$ cat config.mk
export PLATFORM = sky130hd
export DESIGN_NAME = brres_unit
export DESIGN_NICKNAME = d
export VERILOG_FILES = /design/src/rtl/brres_pkg.sv /design/src/rtl/brres_predsel.sv /design/src/rtl/brres_bregs.sv /design/src/rtl/brres_target.sv /design/src/rtl/brres_unit.sv
export SDC_FILE = /design/constraint.sdc
export NUM_CORES = 1
export LEC_CHECK = 0
export ABC_AREA = 1
export BUFFER_PORTS_ARGS = -buffer_cell sky130_fd_sc_hd__buf_4
export CAP_MARGIN = 10
export CORE_ASPECT_RATIO = 1.4
export CORE_MARGIN = 4
export CORE_UTILIZATION = 60
export CTS_BUF_LIST = sky130_fd_sc_hd__clkbuf_4
export CTS_CLUSTER_SIZE = 8
export DETAILED_ROUTE_END_ITERATION = 12
export PLACE_DENSITY_LB_ADDON = 0.05
export SYNTH_ARGS = -nofsm -noshare
export SYNTH_HDL_FRONTEND = slang
export SYNTH_HIERARCHICAL = 1
export SYNTH_SLANG_ARGS = --single-unit
$ cat constraint.sdc
create_clock -name clk -period 11.8 [get_ports clk]
set_clock_uncertainty 0.2 [all_clocks]
set_input_delay 1.18 -clock clk [delete_from_list [all_inputs] [get_ports clk]]
set_output_delay 1.18 -clock clk [all_outputs]
set_load 0.01 [all_outputs]
$ cat src/rtl/brres_pkg.sv
package brres_pkg;

    localparam int IP_W        = 64;
    localparam int BUNDLE_LSB  = 4;
    localparam int SHORT_IMM_W = 21;
    localparam int LONG_IMM_W  = 60;
    localparam int KIND_W      = 4;

    typedef enum logic [1:0] {
        FORM_SHORT = 2'd0,
        FORM_LONG  = 2'd1,
        FORM_IND   = 2'd2,
        FORM_RSVD  = 2'd3
    } br_form_e;

    localparam logic [KIND_W-1:0] KIND_PLAIN = 4'd0;
    localparam logic [KIND_W-1:0] KIND_COND  = 4'd1;
    localparam logic [KIND_W-1:0] KIND_CALL  = 4'd2;

    typedef struct packed {
        logic [IP_W-1:0] nip;
        logic            taken;
        logic            illegal;
    } br_res_t;

    function automatic logic [IP_W-1:0] bundle_align(input logic [IP_W-1:0] a);
        return {a[IP_W-1:BUNDLE_LSB], {BUNDLE_LSB{1'b0}}};
    endfunction

    function automatic logic [IP_W-1:0] seq_next(input logic [IP_W-1:0] ip);
        return bundle_align(ip) + IP_W'(1 << BUNDLE_LSB);
    endfunction

    function automatic logic long_kind_ok(input logic [KIND_W-1:0] k);
        return (k == KIND_PLAIN) || (k == KIND_COND) || (k == KIND_CALL);
    endfunction

endpackage

$ cat src/rtl/brres_predsel.sv
module brres_predsel #(
    parameter int NUM_PRED = 64,
    localparam int PIDX_W  = $clog2(NUM_PRED)
) (
    input  logic                clk,
    input  logic                rst,
    input  logic [NUM_PRED-1:0] pred_vec,
    input  logic [PIDX_W-1:0]   qp_idx,
    input  logic                cmp_valid,
    input  logic [PIDX_W-1:0]   cmp_pt,
    input  logic [PIDX_W-1:0]   cmp_pf,
    input  logic                cmp_result,
    output logic                qp_val
);

    always_comb begin
        qp_val = pred_vec[qp_idx];
        if (cmp_valid && (cmp_pf == qp_idx)) qp_val = ~cmp_result;
        if (cmp_valid && (cmp_pt == qp_idx)) qp_val = cmp_result;
        if (qp_idx == '0) qp_val = 1'b1;
    end

    // index 0 reads true whatever the compare writes
    a_r5_p0_true: assert property (@(posedge clk) disable iff (rst)
        (qp_idx == '0) |-> qp_val);

    // forwarded compare result reaches the branch in the same cycle
    a_r6_bypass_pt: assert property (@(posedge clk) disable iff (rst)
        (cmp_valid && cmp_pt == qp_idx && qp_idx != '0) |-> (qp_val == cmp_result));

    a_r6_bypass_pf: assert property (@(posedge clk) disable iff (rst)
        (cmp_valid && cmp_pf == qp_idx && cmp_pt != qp_idx && qp_idx != '0)
        |-> (qp_val == !cmp_result));

endmodule

$ cat src/rtl/brres_bregs.sv
module brres_bregs #(
    parameter int NUM_BREG = 8,
    parameter int W        = 64,
    localparam int SEL_W   = $clog2(NUM_BREG)
) (
    input  logic             clk,
    input  logic             rst,
    input  logic             wr_en,
    input  logic [SEL_W-1:0] wr_sel,
    input  logic [W-1:0]     wr_data,
    input  logic [SEL_W-1:0] rd_sel,
    output logic [W-1:0]     rd_data
);

    logic [W-1:0] regs [NUM_BREG];

    for (genvar g = 0; g < NUM_BREG; g++) begin : g_reg
        always_ff @(posedge clk) begin
            if (rst)
                regs[g] <= '0;
            else if (wr_en && (wr_sel == SEL_W'(g)))
                regs[g] <= wr_data;
        end
    end

    assign rd_data = regs[rd_sel];

    // a write lands in the selected register one edge later
    a_r8_write_lands: assert property (@(posedge clk) disable iff (rst)
        wr_en |=> (regs[$past(wr_sel)] == $past(wr_data)));

    // the cycle after reset every read returns zero
    a_r9_reset_clear: assert property (@(posedge clk)
        $past(rst) |-> (rd_data == '0));

endmodule

$ cat src/rtl/brres_target.sv
module brres_target
    import brres_pkg::*;
#(
    parameter int SHORT_W = SHORT_IMM_W,
    parameter int LONG_W  = LONG_IMM_W
) (
    input  logic              clk,
    input  logic              rst,
    input  br_form_e          form,
    input  logic [LONG_W-1:0] imm,
    input  logic [IP_W-1:0]   cur_ip,
    input  logic [IP_W-1:0]   breg_val,
    output logic [IP_W-1:0]   target
);

    logic [IP_W-1:0] off_short, off_long, rel_short, rel_long;
    logic [IP_W-1:0] span;

    assign off_short = {{(IP_W-SHORT_W){imm[SHORT_W-1]}}, imm[SHORT_W-1:0]} << BUNDLE_LSB;
    assign off_long  = {{(IP_W-LONG_W){imm[LONG_W-1]}}, imm} << BUNDLE_LSB;
    assign rel_short = bundle_align(cur_ip + off_short);
    assign rel_long  = bundle_align(cur_ip + off_long);

    always_comb begin
        unique case (form)
            FORM_SHORT: target = rel_short;
            FORM_LONG:  target = rel_long;
            FORM_IND:   target = bundle_align(breg_val);
            default:    target = seq_next(cur_ip);
        endcase
    end

    // a short target stays within 2^24 bytes of the aligned pointer
    assign span = target - bundle_align(cur_ip);
    a_r1_short_reach: assert property (@(posedge clk) disable iff (rst)
        (form == FORM_SHORT) |-> ((&span[IP_W-1:24]) || !(|span[IP_W-1:24])));

endmodule

$ cat src/rtl/brres_unit.sv
module brres_unit
    import brres_pkg::*;
#(
    parameter int NUM_BREG = 8,
    parameter int NUM_PRED = 64,
    localparam int BSEL_W  = $clog2(NUM_BREG),
    localparam int PIDX_W  = $clog2(NUM_PRED)
) (
    input  logic                  clk,
    input  logic                  rst,
    input  logic                  br_valid,
    input  logic [1:0]            br_form,
    input  logic [KIND_W-1:0]     br_kind,
    input  logic [LONG_IMM_W-1:0] br_imm,
    input  logic [BSEL_W-1:0]     br_breg_sel,
    input  logic [PIDX_W-1:0]     br_qp,
    input  logic [IP_W-1:0]       cur_ip,
    input  logic [NUM_PRED-1:0]   pred_vec,
    input  logic                  cmp_valid,
    input  logic [PIDX_W-1:0]     cmp_pt,
    input  logic [PIDX_W-1:0]     cmp_pf,
    input  logic                  cmp_result,
    input  logic                  breg_wr_en,
    input  logic [BSEL_W-1:0]     breg_wr_sel,
    input  logic [IP_W-1:0]       breg_wr_data,
    output logic [IP_W-1:0]       next_ip,
    output logic                  taken,
    output logic                  illegal
);

    br_form_e        form;
    logic            qp_val;
    logic [IP_W-1:0] breg_val;
    logic [IP_W-1:0] target;
    logic            accept;
    br_res_t         res;

    assign form = br_form_e'(br_form);

    brres_predsel #(.NUM_PRED(NUM_PRED)) u_pred (
        .clk(clk), .rst(rst),
        .pred_vec(pred_vec), .qp_idx(br_qp),
        .cmp_valid(cmp_valid), .cmp_pt(cmp_pt), .cmp_pf(cmp_pf),
        .cmp_result(cmp_result), .qp_val(qp_val)
    );

    brres_bregs #(.NUM_BREG(NUM_BREG), .W(IP_W)) u_bregs (
        .clk(clk), .rst(rst),
        .wr_en(breg_wr_en), .wr_sel(breg_wr_sel), .wr_data(breg_wr_data),
        .rd_sel(br_breg_sel), .rd_data(breg_val)
    );

    brres_target u_tgt (
        .clk(clk), .rst(rst),
        .form(form), .imm(br_imm), .cur_ip(cur_ip),
        .breg_val(breg_val), .target(target)
    );

    always_comb begin
        accept = 1'b1;
        if (form == FORM_RSVD) accept = 1'b0;
        if (form == FORM_LONG && !long_kind_ok(br_kind)) accept = 1'b0;

        res.illegal = br_valid && !accept;
        res.taken   = br_valid && accept && qp_val;
        res.nip     = res.taken ? target : seq_next(cur_ip);
    end

    assign next_ip = res.nip;
    assign taken   = res.taken;
    assign illegal = res.illegal;

    // an illegal branch never redirects
    a_r7_illegal_no_take: assert property (@(posedge clk) disable iff (rst)
        illegal |-> !taken);

    // any non-redirect advances exactly one bundle
    a_r4_seq_advance: assert property (@(posedge clk) disable iff (rst)
        !taken |-> (next_ip == seq_next(cur_ip)));

    // nothing is taken without a presented branch
    a_r4_idle_quiet: assert property (@(posedge clk) disable iff (rst)
        !br_valid |-> (!taken && !illegal));

endmodule

==> impl_metrics.csv <==
group,metric,value,unit
route,drt_wl_total,110500,um
logic_synthesis,netlist_instances,4914,
placed_design,gp_congestion,1.010,
sta,period_share,53.62,%
clocking,h-tree-depth,3,
die,dieWidth,208.2,um
route,vias_per_cell,5.345,
route,drtAntennaViolNets,0,
die,die_area,0.06004,mm2
critical_path,worstPathArrival,4950,ps
sta,worst_pin_slew,1144,ps
power,power.leakage,19.78,nW
clocking,cts_setup_buffers,0,
global_route,grt_overflow,0,
clocking,cts_made_buffers,96,
sta,final.min_clock_period,6328,ps
placed_design,dpl.cell_count,5807,
route,drtIter0Drc,3095,
logic_synthesis,avgSynthCellArea,6.854,um2
critical_path,cp-end-kind,"output pin",
clocking,root_buffer,"clkbuf_4",
run,maxCapViolCount,0,
finish,layout_commonest_cell,"nand2_1",
logic_synthesis,syn_area,0.03368,mm2
placed_design,dpl.hpwl,74350,um
route,post_drt_wl_per_cell,18.49,um
finish,drive_above_1_share,12.40,%
die,coreArea,0.05539,mm2
finish,reg.largest.list,"u_bregs/regs (480)",
power,ir_drop,0.1230,mV
clocking,clkSinkCount,480,
placed_design,place_area,0.03635,mm2
clocking,hold_buffers,0,
finish,area_growth,11.33,%
global_route,grt_max_degree,85,
sta,setup_violations,0,
sta,hold_viol,0,
die,die_y,288.3,um
critical_path,crit_type,"in2out",
status,status,"complete, no violations",
finish,layout_common_cells,"nand2_1 (1,778), inv_1 (876), nor2_1 (692)",
sta,fmax,158.0,MHz
sta,timing.setup.tns,0,ps
route,firstDrtPassIters,7,
critical_path,worst-endpoint-required,10420,ps
sta,slew_violations,0,
finish,design_area,0.03750,mm2
global_route,grt_pass1_wl,164000,um
global_route,track_usage,35.12,%
clocking,ctsResizeCount,0,
route,vias,31954,
critical_path,worstSetupStartpointType,"input port",
finish,nets,5526,
finish,final_core_util,67.70,%
route,drc,0,
finish,largest_reg_flops,480,
sta,holdWs,595.3,ps
die,start_util,60.81,%
sta,relSlewSlack,23.75,%
power,powerDensity,108.7,mW/mm2
critical_path,crit_fanout,83,
die,rows,102,
logic_synthesis,ys_warn_count,6,
global_route,grt_pass1_vias,30118,
finish,final_cell_count_no_fill,5978,
die,boundaryPins,354,
clocking,cts_tree,"yes",
sta,rsz0062_at_grt,"no",
placed_design,numPortBuffers,341,
global_route,grt_antenna_before_repair,1,
clocking,clock_path_buffers,3,
min_path,min_path_type,"in2reg",
clocking,clkTransAtPathRegs,70,ps
finish,top_register,"u_bregs/regs",
==> layout make-up <==
| type | count | area, um2 |
|---|---|---|
| fill | 4958 | 17890 |
| tap | 728 | 910.9 |
| multi-input combinational | 3336 | 14900 |
| inverter | 901 | 3400 |
| clock buffer | 128 | 960.9 |
| sequential | 480 | 14410 |
| antenna | 1 | 2.502 |
| clock inverter | 42 | 182.7 |
| timing repair buffer | 362 | 2721 |
==> metal layers <==
layer | part of all wire [%] | vias up | routed length, um | track usage [%]
met5 | 0 | - | 0 | 0
met4 | 6.4 | 0 | 7091 | 20.77
met3 | 7.9 | 356 | 8785 | 4.303
met2 | 48 | 1598 | 53190 | 59.43
met1 | 38 | 14444 | 41480 | 43.47
li1 | - | 15556 | - | -
==> worst paths after layout <==
path | start | end | slack [ps] | cells past startpoint
hold / removal | breg_wr_data[60] | u_bregs/regs[3][60] | 600 | 3
setup / recovery | br_breg_sel[0] | next_ip[49] | 5470 | 14
==> report_power, final <==
group | switching, mW | total, mW | internal [mW]
Combinational | 0.628 | 0.932 | 0.304
Clock | 0.617 | 1.13 | 0.510
Sequential | 0.0275 | 2.02 | 1.99
Total | 1.27 | 4.08 | 2.80
==> worst max-delay path, stage by stage <==
cell	delay, ps
buf_6	240
inv_6	580
buf_4	830
buf_4	820
nand2_1	120
nand3_1	120
nand2_1	60
nand2_1	50
nand2_1	130
nand2_1	200
nand2_1	130
nand2_1	90
nand2_1	100
buf_4	160
==> metrics by stage <==
stage | worst slack [ps] | total power [mW]
finish | 5472 | 4.075
global route | 5316 | 4.280
CTS | 5641 | 4.078
detailed placement | 5640 | 2.966
global placement | 5690 | 2.949
floorplan | 5549 | 2.623
Note: power is estimated with default switching activity, not from simulation.
